File: src/rtl/sbp_pkg.sv
package sbp_pkg;
    typedef enum logic [2:0] {
        ST_IDLE,
        ST_DRAIN,
        ST_DEM_REQ,
        ST_DEM_WAIT,
        ST_HIT_WAIT,
        ST_REPLY
    } sbp_state_e;
endpackage

File: src/rtl/sbp_store.sv
// Circular queue of prefetched block entries with per-entry valid/pending.
module sbp_store #(
    parameter int ADDR_W = 16,
    parameter int DATA_W = 32,
    parameter int DEPTH  = 4
) (
    input  logic                          clk,
    input  logic                          rst_n,
    input  logic                          flush_i,
    input  logic                          alloc_i,
    input  logic [ADDR_W-1:0]             alloc_addr_i,
    input  logic                          fill_i,
    input  logic [DATA_W-1:0]             fill_data_i,
    input  logic                          pop_i,
    output logic                          head_valid_o,
    output logic                          head_pending_o,
    output logic [ADDR_W-1:0]             head_addr_o,
    output logic [DATA_W-1:0]             head_data_o,
    output logic [$clog2(DEPTH+1)-1:0]    count_o,
    output logic                          full_o
);
    localparam int PTR_W = (DEPTH > 1) ? $clog2(DEPTH) : 1;
    localparam int CNT_W = $clog2(DEPTH+1);

    logic [PTR_W-1:0]  head_q, tail_q, fptr_q;
    logic [CNT_W-1:0]  count_q;
    logic [DEPTH-1:0]  ent_valid, ent_pend;
    logic [ADDR_W-1:0] ent_addr [DEPTH];
    logic [DATA_W-1:0] ent_data [DEPTH];

    function automatic logic [PTR_W-1:0] bump(input logic [PTR_W-1:0] p);
        return (p == PTR_W'(DEPTH-1)) ? '0 : p + 1'b1;
    endfunction

    for (genvar i = 0; i < DEPTH; i++) begin : g_ent
        logic              v_q, p_q;
        logic [ADDR_W-1:0] a_q;
        logic [DATA_W-1:0] d_q;
        always_ff @(posedge clk or negedge rst_n) begin
            if (!rst_n) begin
                v_q <= 1'b0;
                p_q <= 1'b0;
                a_q <= '0;
                d_q <= '0;
            end else if (flush_i) begin
                v_q <= 1'b0;
                p_q <= 1'b0;
            end else begin
                if (alloc_i && tail_q == PTR_W'(i)) begin
                    v_q <= 1'b1;
                    p_q <= 1'b1;
                    a_q <= alloc_addr_i;
                end else if (pop_i && head_q == PTR_W'(i)) begin
                    v_q <= 1'b0;
                end
                if (fill_i && fptr_q == PTR_W'(i)) begin
                    p_q <= 1'b0;
                    d_q <= fill_data_i;
                end
            end
        end
        assign ent_valid[i] = v_q;
        assign ent_pend[i]  = p_q;
        assign ent_addr[i]  = a_q;
        assign ent_data[i]  = d_q;
    end

    always_ff @(posedge clk or negedge rst_n) begin
        if (!rst_n) begin
            head_q  <= '0;
            tail_q  <= '0;
            fptr_q  <= '0;
            count_q <= '0;
        end else if (flush_i) begin
            head_q  <= '0;
            tail_q  <= '0;
            fptr_q  <= '0;
            count_q <= '0;
        end else begin
            if (alloc_i) tail_q <= bump(tail_q);
            if (pop_i)   head_q <= bump(head_q);
            if (fill_i)  fptr_q <= bump(fptr_q);
            count_q <= count_q + CNT_W'(alloc_i) - CNT_W'(pop_i);
        end
    end

    assign head_valid_o   = ent_valid[head_q];
    assign head_pending_o = ent_pend[head_q];
    assign head_addr_o    = ent_addr[head_q];
    assign head_data_o    = ent_data[head_q];
    assign count_o        = count_q;
    assign full_o         = (count_q == CNT_W'(DEPTH));
endmodule

File: src/rtl/sbp_arb.sv
// Memory channel front: demand over prefetch, count of reads in flight.
module sbp_arb #(
    parameter int ADDR_W = 16,
    parameter int DEPTH  = 4
) (
    input  logic                         clk,
    input  logic                         rst_n,
    input  logic                         dem_req_i,
    input  logic [ADDR_W-1:0]            dem_addr_i,
    input  logic                         pf_req_i,
    input  logic [ADDR_W-1:0]            pf_addr_i,
    input  logic                         mem_req_ready_i,
    input  logic                         mem_rsp_valid_i,
    output logic                         mem_req_valid_o,
    output logic [ADDR_W-1:0]            mem_req_addr_o,
    output logic                         dem_take_o,
    output logic                         pf_take_o,
    output logic [$clog2(DEPTH+2)-1:0]   pend_cnt_o
);
    localparam int OUT_W = $clog2(DEPTH+2);

    logic [OUT_W-1:0] pend_q;

    assign mem_req_valid_o = dem_req_i | pf_req_i;
    assign mem_req_addr_o  = dem_req_i ? dem_addr_i : pf_addr_i;
    assign dem_take_o      = dem_req_i & mem_req_ready_i;
    assign pf_take_o       = pf_req_i & ~dem_req_i & mem_req_ready_i;

    always_ff @(posedge clk or negedge rst_n) begin
        if (!rst_n) pend_q <= '0;
        else        pend_q <= pend_q + OUT_W'(dem_take_o | pf_take_o) - OUT_W'(mem_rsp_valid_i);
    end

    assign pend_cnt_o = pend_q;
endmodule

File: src/rtl/stream_prefetch_buf.sv
module stream_prefetch_buf
    import sbp_pkg::*;
#(
    parameter int ADDR_W = 16,
    parameter int DATA_W = 32,
    parameter int DEPTH  = 4
) (
    input  logic              clk,
    input  logic              rst_n,
    input  logic              miss_valid,
    input  logic [ADDR_W-1:0] miss_addr,
    output logic              miss_ready,
    output logic              resp_valid,
    output logic [ADDR_W-1:0] resp_addr,
    output logic [DATA_W-1:0] resp_data,
    output logic              resp_from_buf,
    output logic              mem_req_valid,
    input  logic              mem_req_ready,
    output logic [ADDR_W-1:0] mem_req_addr,
    input  logic              mem_rsp_valid,
    input  logic [DATA_W-1:0] mem_rsp_data
);
    localparam int CNT_W = $clog2(DEPTH+1);
    localparam int OUT_W = $clog2(DEPTH+2);

    sbp_state_e        state, state_nx;
    logic [ADDR_W-1:0] req_q;
    logic [ADDR_W-1:0] pf_next_q;
    logic              stream_on_q;
    logic              head_valid, head_pending, full;
    logic [ADDR_W-1:0] head_addr;
    logic [DATA_W-1:0] head_data;
    logic [CNT_W-1:0]  buf_count;
    logic [OUT_W-1:0]  pend_cnt;
    logic              accept, head_match, flush, pop, fill;
    logic              pf_req, dem_req, dem_take, pf_take;

    assign accept     = (state == ST_IDLE) && miss_valid;
    assign head_match = head_valid && (head_addr == miss_addr);
    assign flush      = accept && !head_match;
    assign pop        = (accept && head_match && !head_pending) ||
                        ((state == ST_HIT_WAIT) && !head_pending);
    assign fill       = mem_rsp_valid && (state != ST_DRAIN) &&
                        (state != ST_DEM_WAIT) && !flush;
    assign dem_req    = (state == ST_DEM_REQ);
    assign pf_req     = stream_on_q && !full && !(state == ST_IDLE && miss_valid) &&
                        (state inside {ST_IDLE, ST_DEM_WAIT, ST_HIT_WAIT, ST_REPLY});
    assign miss_ready = (state == ST_IDLE);
    assign resp_addr  = req_q;

    sbp_store #(.ADDR_W(ADDR_W), .DATA_W(DATA_W), .DEPTH(DEPTH)) u_store (
        .clk            (clk),
        .rst_n          (rst_n),
        .flush_i        (flush),
        .alloc_i        (pf_take),
        .alloc_addr_i   (pf_next_q),
        .fill_i         (fill),
        .fill_data_i    (mem_rsp_data),
        .pop_i          (pop),
        .head_valid_o   (head_valid),
        .head_pending_o (head_pending),
        .head_addr_o    (head_addr),
        .head_data_o    (head_data),
        .count_o        (buf_count),
        .full_o         (full)
    );

    sbp_arb #(.ADDR_W(ADDR_W), .DEPTH(DEPTH)) u_arb (
        .clk             (clk),
        .rst_n           (rst_n),
        .dem_req_i       (dem_req),
        .dem_addr_i      (req_q),
        .pf_req_i        (pf_req),
        .pf_addr_i       (pf_next_q),
        .mem_req_ready_i (mem_req_ready),
        .mem_rsp_valid_i (mem_rsp_valid),
        .mem_req_valid_o (mem_req_valid),
        .mem_req_addr_o  (mem_req_addr),
        .dem_take_o      (dem_take),
        .pf_take_o       (pf_take),
        .pend_cnt_o      (pend_cnt)
    );

    // next-state logic
    always_comb begin
        state_nx = state;
        unique case (state)
            ST_IDLE: begin
                if (miss_valid) begin
                    if (!head_match)      state_nx = ST_DRAIN;
                    else if (head_pending) state_nx = ST_HIT_WAIT;
                    else                   state_nx = ST_REPLY;
                end
            end
            ST_DRAIN:    if (pend_cnt == '0)  state_nx = ST_DEM_REQ;
            ST_DEM_REQ:  if (dem_take)        state_nx = ST_DEM_WAIT;
            ST_DEM_WAIT: if (mem_rsp_valid)   state_nx = ST_REPLY;
            ST_HIT_WAIT: if (!head_pending)   state_nx = ST_REPLY;
            ST_REPLY:                         state_nx = ST_IDLE;
            default:                          state_nx = ST_IDLE;
        endcase
    end

    // state register
    always_ff @(posedge clk or negedge rst_n) begin
        if (!rst_n) state <= ST_IDLE;
        else        state <= state_nx;
    end

    // registered outputs and stream bookkeeping
    always_ff @(posedge clk or negedge rst_n) begin
        if (!rst_n) begin
            resp_valid    <= 1'b0;
            resp_data     <= '0;
            resp_from_buf <= 1'b0;
            req_q         <= '0;
            pf_next_q     <= '0;
            stream_on_q   <= 1'b0;
        end else begin
            resp_valid <= (state_nx == ST_REPLY);
            if (accept) req_q <= miss_addr;
            if (flush) begin
                stream_on_q <= 1'b1;
                pf_next_q   <= miss_addr + 1'b1;
            end else if (pf_take) begin
                pf_next_q   <= pf_next_q + 1'b1;
            end
            if (pop) begin
                resp_data     <= head_data;
                resp_from_buf <= 1'b1;
            end else if (state == ST_DEM_WAIT && mem_rsp_valid) begin
                resp_data     <= mem_rsp_data;
                resp_from_buf <= 1'b0;
            end
        end
    end
endmodule

File: config.mk
export PLATFORM = sky130hd
export DESIGN_NAME = stream_prefetch_buf
export DESIGN_NICKNAME = d
export VERILOG_FILES = /design/src/rtl/sbp_pkg.sv /design/src/rtl/sbp_store.sv /design/src/rtl/sbp_arb.sv /design/src/rtl/stream_prefetch_buf.sv
export SDC_FILE = /design/constraint.sdc
export NUM_CORES = 1
export LEC_CHECK = 0
export ABC_AREA = 1
export CORE_ASPECT_RATIO = 1.1
export CORE_UTILIZATION = 50
export DETAILED_ROUTE_END_ITERATION = 8
export GPL_TIMING_DRIVEN = 1
export PLACE_DENSITY = 0.79
export SYNTH_ARGS = -nofsm -noshare
export SYNTH_HDL_FRONTEND = slang
export SYNTH_SLANG_ARGS = --single-unit
File: constraint.sdc
create_clock -name clk -period 8 [get_ports clk]
set_clock_uncertainty 0.05 [all_clocks]
set_input_delay 1.6 -clock clk [delete_from_list [all_inputs] [get_ports clk]]
set_output_delay 1.6 -clock clk [all_outputs]
set_load 0.02 [all_outputs]
Yosys cells after proc, flatten, opt, wreduce, memory -nomap -nowiden
Index checks and enable logic that the tools add are counted.
Cells by class
  reduce and logical (&&, ||, !) cells: 57
  add/sub/neg operators: 9
  bitwise gates (word level): 8
  multiplexer cells: 59
  equal/unequal tests: 19
  $lt $le $gt $ge: 2
Operators by type and width (count)
  32-bit 2-to-1 mux: 4
  16-bit 2-to-1 mux: 5
  32-bit binary-select mux with 2-bit select: 1
  16-bit by 1-bit adder with 16-bit output (second input constant): 2
  16-bit binary-select mux with 2-bit select: 1
  1-bit 2-to-1 mux: 29
  1-bit logical AND: 25
  3-bit nonzero test: 8
  3-bit 2-to-1 mux: 7
  2-bit 2-to-1 mux: 9
  16-bit == test: 1
  2-bit AND reduction: 8
  3-bit case mux with 5 select lines: 1
  2-bit == test (second input constant): 6
  3-bit == test (second input constant): 4
  2-bit nonzero test: 4
  2-bit by 1-bit adder with 2-bit output (second input constant): 3
  2-bit by 1-bit == test with 1-bit output (second input constant): 3
  3-bit by 2-bit == test with 1-bit output (second input constant): 2
  2-bit zero test: 3
  3-bit zero test: 2
  3-bit by 1-bit subtractor with 3-bit output: 2
  1-bit zero test: 5
  1-bit binary-select mux with 2-bit select: 2
  13 further kinds: 17
Storage, ports and cells
  input bits: 53
  word-level logic and storage cells: 182
  output and inout bits: 68
  register bits after elaboration: 282

Longest topological paths before layout
Gate-level depths: netlist (run 1).
  depth after elaboration: 13
  mapped depth: 23

Hierarchy
A second synthesis (run 1) with hierarchy kept.
Unflattened totals
  cells, all modules: 1833
  area, all modules: 14480.1 um^2
Modules (own cells, without submodules)
  sbp_store: area each 9715.6 um^2, cells each 1151, seq. area each 5230.0 um^2, instances 1
  stream_prefetch_buf: area each 4332.9 um^2, cells each 604, seq. area each 1751.7 um^2, instances 1
  sbp_arb: area each 431.7 um^2, cells each 78, seq. area each 75.1 um^2, instances 1

Worst setup path before layout (run 1)
OpenSTA, ideal clock, no wires.
  kind: input -> output
  start point: in miss_valid
  end point: out mem_req_valid
  path slack: 4.193 ns
  cell stages on the path: 5
  arrival time: 2.157 ns
  path through: nand2_1 -> nand2_1 -> a21oi_1 -> inv_1 -> nand2_1
On the way
  cells in the longest elaborated chain, start to end: 5
RTL lines
  start, declared: RTL line stream_prefetch_buf.sv:10  | input logic miss_valid,
  1-bit logical AND: RTL line stream_prefetch_buf.sv:46  | assign pf_req = stream_on_q && !full && !(state == ST_IDLE && miss_valid) &&
  1-bit zero test: RTL line stream_prefetch_buf.sv:46
  1-bit logical AND (2 in a row): RTL line stream_prefetch_buf.sv:46
  1-bit bitwise OR: RTL line sbp_arb.sv:24  | assign mem_req_valid_o = dem_req_i | pf_req_i;
  end, declared: RTL line stream_prefetch_buf.sv:17  | output logic mem_req_valid,
Every way passes these cells.

Worst setup path in the final report (run 1)
Same ends and word-level chain as after synthesis.

==> results of run 1 <==
[logic make-up after synthesis]
family,Yosys count,share of synthesized area
buffers and inverters,214,0.06743
xor gates and xnor gates,11,0.006969
DFF,282,0.5105
adders and majority gates,18,0.01738
AOI/OAI and AO/OA,359,0.1748
and+or+nand+nor,753,0.2230
[area by class of cell]
class | count | area share
flip-flops and latches | 282 | 0.4385
multi-input cells | 1141 | 0.3647
repair buffers | 132 | 0.08127
clock buffers | 37 | 0.04623
well taps | 357 | 0.02774
inverters | 112 | 0.02611
clock inverters | 15 | 0.01546
[power by group]
part           switching, mW  internal (mW)
clock network          0.566          0.852
logic                   1.68           1.20
registers              0.428           2.09
total                   2.67           4.14
[worst reg2reg max path: cells and delay by family, from the launching register on]
kind,cells,cell delay (ns)
DFF,1,0.69
buffers and inverters,2,1.36
and+or+nand+nor,12,2.52
AOI/OAI and AO/OA,2,0.45
[routing by layer]
metal / track usage / up-vias / wire length [um]
li1: - / 5559 / -
met1: 0.3322 / 5748 / 15040
met2: 0.4376 / 447 / 17410
met3: 0.03547 / 83 / 2148
met4: 0.09444 / 0 / 1143
met5: 0 / - / 0
[synthesized netlist by cell type (16+ instances only)]
master and instances:
a32o_1 32, nand2_1 542, buf_2 25, ha_1 16, inv_1 103, nand3_1 126, a21oi_1 49, clkbuf_1 51
o21ai_0 102, o21a_1 128, o221ai_1 32, dfrtp_1 282, nor2_1 56
[flip-flops by register name, summed over array words and instances, names as in the netlist, 4 cells and up]
signal,flops
resp_addr,16
u_store.g_ent.d_q,128
u_store.g_ent.a_q,64
u_store.g_ent.p_q,4
u_store.g_ent.v_q,4
resp_data,32
pf_next_q,16
[final timing paths]
path | startpoint | endpoint | cells past startpoint
min reg2reg | stream_on_q | stream_on_q | 2
max reg2reg | u_store.head_q[0] | u_store.g_ent[0].d_q[16] | 16
max in group asynchronous | rst_n | u_store.head_q[0] | 2
max | miss_valid | mem_req_valid | 7
min in group asynchronous | rst_n | u_store.g_ent[2].d_q[8] | 1
min | stream_on_q | stream_on_q | 2
[stage by stage]
step | cell area [um^2] | std cells
4_1_cts | 16100 | 2076
3_3_place_gp | 15110 | 2024
6_report | 16100 | 2076
5_1_grt | 16100 | 2076
3_5_place_dp | 15110 | 2024
2_1_floorplan | 13820 | 1637
==> summary.txt, run 1 <==
Outcome
  – Status: finished clean

Floorplan
  – Die X: ~160 um
  – Row cnt: 63
  – Core ar.: 0.02704 mm^2
  – Starting Density: 0.5113
  – I/O pins: between 100 and 150
  – Die Ht: between 150 and 200 um
  – DIE AREA: approximately 0.028 mm^2

Routing
  – Routed WL: between 30000 and 40000 um
  – Vias: roughly 12000
  – DR iter-0 viols: around 1100
  – Post-DR wirelength/cell: between 15 and 20 um
  – Routed vias/inst: 5.702
  – Antenna Nets Post-Route: 0
  – DR DRC count: 0
  – DR pass1 iterations: 6

Logic synthesis
  – Synth warnings: 0
  – Distinct cells, synth: 37
  – Synth area leader: dfrtp_1
  – Main synth FF type: dfrtp_1
  – Mapped cell area: about 0.014 mm^2
  – FF+latch count, synth: roughly 280
  – Mapped Nets: roughly 1700
  – Area contributors post-synth: dfrtp_1 (51%), nand2_1 (15%), o21a_1 (7.0%), nand3_1 (4.6%), o21ai_0 (3.7%)
  – Seq/Total Area, Yosys: 0.5105
  – Post-synth ARST share: 1.000
  – Post-synth EDFFs: 0
  – Syn Inst Count: between 1500 and 2000
  – Top-area cell type share of the netlist area: 0.5105
  – Syn Area/Cell: 8.445 um^2

STA
  – Hold violation count in the final report: 0
  – Relative slew slack: 0.1894
  – Number of endpoints failing setup at the final stage: 0
  – Max Freq: between 150 and 200 MHz
  – Fin Setup TNS: 0 ns
  – Final Hold Slack: 0.4272 ns
  – Final Critical Period: ~5.3 ns
  – Fin worst setup slack: 2.661 ns
  – Final Max Tran Viols: 0
  – RSZ-0062 raised after global routing: false
  – Slew @ Worst Pin: between 1 and 1.5 ns
  – Tcrit/Tclk final: 0.6673

Critical path
  – Cell chain of the critical path: clkdlybuf4s50_1, nand2_1, nand2_1, a21oi_1, inv_1, nand2_1, clkdlybuf4s50_1
  – CP Launch Type: input port
  – WS Path Type: in -> out
  – Cell repeated most along the worst path: nand2_1
  – Worst Path Max Fanout: 26
  – Critical Path RT: 6.35 ns
  – CP max-delay cell: nand2_1
  – Top delay family on crit path: buffers and inverters
  – Critical path buffer and inverter count: 3
  – WP data arrival: roughly 3.7 ns
  – Critical Path Max Stage Delay: about 0.7 ns
  – R2r setup slk: around 2.8 ns
  – Worst Setup End Kind: primary output

GRT
  – Global-route wire length before repair: slightly below 60000 um
  – GRT Util Overall: 0.2562
  – Congestion Overflow GR: 0
  – Largest net degree at the start of global routing: between 150 and 200
  – Initial antenna violation count: 0
  – Number of global-route vias before repair: roughly 12000

Power and ir drop
  – Total Power: between 6 and 7 mW
  – VDD IR max: roughly 200 uV
  – LEAKAGE: 7.266 nW
  – PwrDens: between 400 and 500 mW/mm^2

Clock network
  – H-Tree Depth: 1
  – Clock-pin slew on the worst setup and hold paths: around 0.060 ns
  – Post-CTS setup buffers: 0
  – Clock Latency Late Sink: 0.56 ns
  – Post-CTS sizing: 0
  – CTS Buffer Depth: 3
  – CTS tree: yes
  – Total CTS buffers: 28
  – CTS sink count: approximately 280
  – Clk Tree Root Cell: clkbuf_16
  – CTS Hold Bufs: 0

Layout
  – # diodes: 0
  – Seq. cell area: slightly above 0.007 mm^2
  – Fillers: approximately 2300
  – Commonest non-fill, non-tap cell in the layout: nand2_1
  – Most frequent cells in the layout: nand2_1 (541), dfrtp_1 (280), o21a_1 (128), nand3_1 (125), clkdlybuf4s50_1 (119)
  – Layout cell share with drive strength beyond 1: 0.04887
  – Nets@finish: ~1800
  – Area occupied by multi-input gates: 0.005873 mm^2
  – Final core occ: 0.5956
  – Area Growth Syn to Fin: 16.49%

Flow run
  – Maxcap violations: 0

Placed design
  – IO Port Bufs: 120
  – Worst slack, placed: roughly 2.7 ns
  – Detailed Place HPWL: about 23000 um
  – GPL Wtd Cong: 0.9210

Worst hold path
  – HP Class: reg -> reg
Power figures use the tool's default switching activity.
==> inputs of run 2 (changes only) <==
--- a/config.mk
+++ b/config.mk
@@ -10,7 +10,7 @@
 export CORE_UTILIZATION = 50
 export DETAILED_ROUTE_END_ITERATION = 8
 export GPL_TIMING_DRIVEN = 1
-export PLACE_DENSITY = 0.79
+export PLACE_DENSITY = 0.81
 export SYNTH_ARGS = -nofsm -noshare
 export SYNTH_HDL_FRONTEND = slang
 export SYNTH_SLANG_ARGS = --single-unit
==> constraint.sdc (replaced) <==
create_clock -name clk -period 4.6 [get_ports clk]
set_clock_uncertainty 0.05 [all_clocks]
set_input_delay 0.92 -clock clk [delete_from_list [all_inputs] [get_ports clk]]
set_output_delay 0.92 -clock clk [all_outputs]
set_load 0.02 [all_outputs]
==> run 2 against run 1 <==
  * Global-route usage up 0.55 points
  * Via count is 1.6% higher
  * Combinational power rose by 77%
  * Cell count is 0.63% higher
  * Sequential share of layout area down 0.42 points
  * Cell area rose by 0.92%
  * Worst setup slack got worse by 2.1 ns
  * First-iteration DRC count increased by 0.18%
  * Die area stayed put
  * Register-to-register slack worse by 1.7 ns
  * Wire length is 2.2% higher
  * Largest cell class unchanged
  * Largest power group unchanged
==> summary.txt, run 2 (synthesis gave the netlist of run 1 again) <==
Clock network
  – Clk Tree Root Cell: clkbuf_16
  – CTS sink count: 282
  – CTS tree: yes
  – H-Tree Depth: 1
  – Total CTS buffers: 30
  – Post-CTS setup buffers: 0
  – Clock-pin slew on the worst setup and hold paths: 0.06 ns
  – Clock Latency Late Sink: between 0.5 and 0.6 ns
  – CTS Buffer Depth: 3
  – Post-CTS sizing: 0
  – CTS Hold Bufs: 0

Worst hold path
  – HP Class: in -> async

Critical path
  – Worst Setup End Kind: primary output
  – WP data arrival: roughly 3.0 ns
  – Cell chain of the critical path: nor2_1, nand2_1, o21ai_0, clkdlybuf4s50_1
  – Worst Setup SP: state[2]
  – Critical Path Max Stage Delay: roughly 0.69 ns
  – Critical Path RT: 3.63 ns
  – CP max-delay cell: nand2_1
  – CP Launch Type: flop
  – Critical path buffer and inverter count: 1
  – Top delay family on crit path: simple AND/OR/NAND/NOR gates
  – Worst r2r src: u_store.head_q[0]
  – Worst Path Max Fanout: 35
  – WS Path Type: reg -> out

GRT
  – Congestion Overflow GR: 0
  – GRT Util Overall: 0.2617
  – Number of global-route vias before repair: approximately 12000
  – Global-route wire length before repair: ~60000 um
  – Initial antenna violation count: 0
  – Largest net degree at the start of global routing: a little under 90

Floorplan
  – Row cnt: 63
  – DIE AREA: about 0.028 mm^2
  – I/O pins: roughly 120
  – Core ar.: 0.02704 mm^2
  – Starting Density: 0.5113
  – Die X: around 160 um
  – Die Ht: between 150 and 200 um

Placed design
  – Worst slack, placed: 0.8290 ns
  – GPL Wtd Cong: 0.9800
  – Detailed Place HPWL: between 20000 and 25000 um
  – IO Port Bufs: between 100 and 150

Power and ir drop
  – PwrDens: approximately 730 mW/mm^2
  – LEAKAGE: 7.350 nW
  – VDD IR max: 388.2 uV

Routing
  – DR pass1 iterations: 5
  – Vias: between 10000 and 15000
  – DR iter-0 viols: roughly 1100
  – Post-DR wirelength/cell: between 15 and 20 um
  – DR DRC count: 0
  – Antenna Nets Post-Route: 0
  – Routed vias/inst: between 5 and 6
  – Routed WL: 36510 um

Layout
  – Nets@finish: approximately 1800
  – Biggest register: u_store.g_ent.d_q
  – Most frequent cells in the layout: nand2_1 (541), dfrtp_1 (280), o21a_1 (128), nand3_1 (125), clkdlybuf4s50_1 (119)
  – Area Growth Syn to Fin: 17.57%
  – Largest register FFs: between 100 and 150
  – Fillers: around 2300
  – Final core occ: 0.6011
  – # diodes: 0
  – Commonest non-fill, non-tap cell in the layout: nand2_1
  – Top flop regs: u_store.g_ent.d_q x128, u_store.g_ent.a_q x64, resp_data x32
  – Layout cell share with drive strength beyond 1: 0.05543

STA
  – Tcrit/Tclk final: 0.8728
  – RSZ-0062 raised after global routing: false
  – Final Critical Period: ~4 ns
  – Number of endpoints failing setup at the final stage: 0
  – Slew @ Worst Pin: 1.183 ns
  – Relative slew slack: 0.2092
  – Max Freq: between 200 and 250 MHz
  – Fin worst setup slack: between 0.5 and 0.6 ns
  – Hold violation count in the final report: 0
  – Final Max Tran Viols: 0
  – Fin Setup TNS: 0 ns

Flow run
  – Maxcap violations: 0

Outcome
  – Status: finished clean
==> run 2: cell count changes in the layout (fill, tap and decap cells not counted) <==
cell / previous run / this run
dfrtp_2: 1 / 2
clkbuf_16: 28 / 31
clkinv_4: 2 / 0
bufinv_16: 6 / 3
buf_4: 11 / 20
dfrtp_4: 1 / 0
clkinv_2: 4 / 3
clkbuf_8: 1 / 6
clkbuf_1: 8 / 9
clkinvlp_4: 2 / 0
buf_12: 1 / 5
clkinv_8: 1 / 0
==> run 2: stage by stage <==
step | hold slack, ns | std cells | total power, mW | instance area, um^2
finish | 0.3017 | 2089 | 11.88 | 16250
global route | 0.3612 | 2089 | 12.67 | 16250
CTS | 0.3345 | 2089 | 11.92 | 16250
detailed placement | 0.3920 | 2037 | 9.417 | 15260
global placement | 0.3855 | 2037 | 9.232 | 15260
floorplan | 0.3719 | 1637 | 7.701 | 13820
==> run 2: worst register-to-register path, stage by stage, from the launching register on <==
cell     delay, ns
dfrtp_2       0.40
inv_2         0.31
buf_4         0.35
nand2_1       0.11
nand3_1       0.09
nand2_1       0.08
xor2_1        0.22
nand2_1       0.08
nor2_1        0.14
nand3_2       0.10
nand2_2       0.20
buf_4         0.26
inv_2         0.13
nor2_2        0.10
buf_4         0.26
inv_2         0.23
nand3_1       0.16
o21ai_0       0.09
==> run 2: worst paths after layout <==
path	endpoint	slack (ns)	depth (start not counted)
max in group asynchronous	resp_addr[15]	3.13	2
max	mem_req_addr[4]	0.59	4
min reg2reg	stream_on_q	0.40	2
min in group clk	stream_on_q	0.40	2
min	u_store.g_ent[3].d_q[9]	0.30	1
max reg2reg	pf_next_q[7]	1.10	17
==> run 2: final cells by class <==
cell class	instances	area (um^2)	area share
timing repair buffer	145	1456	0.08961
tap	357	446.7	0.02748
clock buffer	46	892.1	0.05489
clock inverter	6	105.1	0.006467
multi-input combinational	1141	5873	0.3614
sequential	282	7059	0.4343
inverter	112	420.4	0.02587
==> run 2: per-layer routing <==
| metal | vias up | part of all wire | global-route usage | wire, um |
|---|---|---|---|---|
| met3 | 95 | 0.065 | 0.03101 | 2355 |
| met5 | - | 0 | 0 | 0 |
| met4 | 0 | 0.031 | 0.09246 | 1124 |
| met2 | 473 | 0.50 | 0.4607 | 18100 |
| met1 | 5883 | 0.41 | 0.3325 | 14930 |
| li1 | 5581 | - | - | - |
==> run 2: report_power, final <==
group	internal (mW)	switching, mW
combinational	2.14	2.96
sequential	3.64	0.704
clock	1.49	0.952
total	7.26	4.61
==> inputs of run 3 (changes only) <==
--- a/config.mk
+++ b/config.mk
@@ -10,7 +10,7 @@
 export CORE_UTILIZATION = 50
 export DETAILED_ROUTE_END_ITERATION = 8
 export GPL_TIMING_DRIVEN = 1
-export PLACE_DENSITY = 0.81
+export PLACE_DENSITY = 0.78
 export SYNTH_ARGS = -nofsm -noshare
 export SYNTH_HDL_FRONTEND = slang
 export SYNTH_SLANG_ARGS = --single-unit
==> run 3 against run 2 <==
  * Die area unchanged
  * Critical path type unchanged
  * Count of clock-buffer cells in the layout decreased by 6
  * First-iteration DRC count down 9.8%
  * Critical path depth rose by 3
==> summary.txt, run 3 (synthesis gave the netlist of run 1 again) <==
Clock network
  – H-Tree Depth: 1
  – Clk Tree Root Cell: clkbuf_16
  – Clock Latency Late Sink: 0.55 ns
  – CTS Hold Bufs: 0
  – Total CTS buffers: 29
  – CTS Buffer Depth: 3
  – CTS sink count: around 280
  – CTS tree: yes
  – Post-CTS setup buffers: 0
  – Post-CTS sizing: 0
  – Clock-pin slew on the worst setup and hold paths: approximately 0.060 ns

STA
  – Hold violation count in the final report: 0
  – Fin worst setup slack: between 0.5 and 0.6 ns
  – Fin Setup TNS: 0 ns
  – Number of endpoints failing setup at the final stage: 0
  – Max Freq: between 200 and 250 MHz
  – RSZ-0062 raised after global routing: false
  – Final Critical Period: 4.059 ns
  – Final Max Tran Viols: 0
  – Tcrit/Tclk final: 0.8824
  – Slew @ Worst Pin: between 1 and 1.5 ns
  – Relative slew slack: 0.2941

Layout
  – Largest register FFs: 128
  – Finished Cell Area: 0.01629 mm^2
  – Area occupied by multi-input gates: 0.005873 mm^2
  – Final core occ: 0.6025
  – Post-route insts no fill: 2088
  – Top flop regs: u_store.g_ent.d_q x128, u_store.g_ent.a_q x64, resp_data x32
  – Nets@finish: between 1500 and 2000
  – Biggest register: u_store.g_ent.d_q
  – Area Growth Syn to Fin: 17.84%
  – Layout cell share with drive strength beyond 1: 0.05719
  – Seq. cell area: a little over 0.007 mm^2
  – # diodes: 0
  – Commonest non-fill, non-tap cell in the layout: nand2_1
  – Most frequent cells in the layout: nand2_1 (541), dfrtp_1 (280), o21a_1 (128), nand3_1 (125), clkdlybuf4s50_1 (119)
  – Fillers: 2288

Floorplan
  – Row cnt: 63
  – Die X: between 150 and 200 um
  – Core ar.: between 0.02 and 0.03 mm^2
  – I/O pins: between 100 and 150
  – DIE AREA: between 0.02 and 0.03 mm^2
  – Die Ht: ~180 um
  – Starting Density: 0.5113

Critical path
  – Critical Path RT: between 3 and 4 ns
  – WP data arrival: around 3.1 ns
  – Worst r2r src: u_store.head_q[0]
  – CP Launch Type: flop
  – Worst R2R End: u_store.count_o[2]
  – Worst Setup End Kind: primary output
  – Reg2Reg Depth: 17
  – Worst Path Max Fanout: 32
  – R2r setup slk: ~0.79 ns
  – WS Path Type: reg -> out

Routing
  – DR DRC count: 0
  – Post-DR wirelength/cell: 16.98 um
  – Vias: between 10000 and 15000
  – Antenna Nets Post-Route: 0
  – DR iter-0 viols: ~1000
  – DR pass1 iterations: 6
  – Routed vias/inst: 5.691
  – Routed WL: 35450 um

Power and ir drop
  – Gate power share: 0.421
  – LEAKAGE: 7.357 nW
  – Clock power frac: 0.210
  – Switching share of power: 0.3879
  – Sequential share of power: 0.369
  – Cell internal pwr: around 7.3 mW
  – Sw Pwr: roughly 4.6 mW
  – PwrDens: 732.6 mW/mm^2
  – VDD IR max: just under 400 uV

Worst hold path
  – HP Class: reg -> reg
  – Hold path cells: 2
  – Hold Path Origin: stream_on_q
  – Hold path endpoint: stream_on_q

GRT
  – GRT Util Overall: 0.2528
  – Number of global-route vias before repair: approximately 12000
  – Largest net degree at the start of global routing: approximately 110
  – Global-route wire length before repair: 58020 um
  – Initial antenna violation count: 0
  – Congestion Overflow GR: 0

Flow run
  – Maxcap violations: 0

Placed design
  – Post-Place Cell Area: 0.01528 mm^2
  – Dpl cells: ~2000
  – Worst slack, placed: just under 0.8 ns
  – GPL Wtd Cong: about 1.0
  – IO Port Bufs: between 100 and 150
  – Detailed Place HPWL: around 23000 um

Outcome
  – Status: finished clean
==> run 3: cell types whose count changed in the layout (fill, tap and decap cells not counted), sizes merged <==
| cell | before | now |
|---|---|---|
| clkbuf | 46 | 40 |
| clkinv | 5 | 4 |
| inv | 110 | 111 |
| clkinvlp | 0 | 2 |
| buf | 26 | 27 |
| bufinv | 3 | 5 |
==> run 3: how the worst max path moves through the flow <==
stage	start	endpoint	slack, ns	cells past startpoint
final	state[1]	mem_req_addr[14]	0.54	7
after CTS	state[1]	mem_req_addr[14]	0.55	7
after floorplan	miss_addr[11]	u_store.count_o[2]	1.57	14
after detailed placement	miss_addr[11]	u_store.count_o[2]	0.79	14
after global placement	miss_addr[11]	u_store.count_o[2]	0.80	14
after global routing	state[1]	mem_req_addr[5]	0.34	7
==> run 3: power by group through the flow <==
stage	sequential [mW]	combinational [mW]	clock, mW
after detailed placement	4.42	5.01	0
after floorplan	4.43	3.27	0
final	4.40	5.03	2.50
after global routing	4.53	5.55	2.63
after CTS	4.39	5.05	2.54
after global placement	4.37	4.88	0
==> run 3: metal layers <==
layer	GRT usage	wire (um)	up-vias
met5	0	0	-
met4	0.1060	1189	0
met3	0.02443	1967	82
li1	-	-	5569
met2	0.4423	17470	410
met1	0.3208	14820	5821
==> run 3: final cells by class <==
cell class,count,share of cell area
Clock buffer,40,0.05077
Timing Repair Buffer,146,0.09063
Inverter,112,0.02581
Tap cell,357,0.02742
Sequential cell,282,0.4333
Multi-Input combinational cell,1141,0.3605
Clock inverter,10,0.01152
==> run 3: critical path, stage by stage, from the launching register on <==
cell,delay [ns]
dfrtp_1,0.40
inv_1,0.09
nor2_1,0.26
nand2_1,0.68
buf_4,0.40
nor2_1,0.09
a21oi_1,0.05
clkdlybuf4s50_1,0.58
==> run 3: stage by stage <==
stage	hold slack [ns]	total power, mW
final	0.4040	11.93
after global routing	0.4501	12.71
after CTS	0.4051	11.98
after detailed placement	0.3911	9.423
after global placement	0.3860	9.248
after floorplan	0.3719	7.701
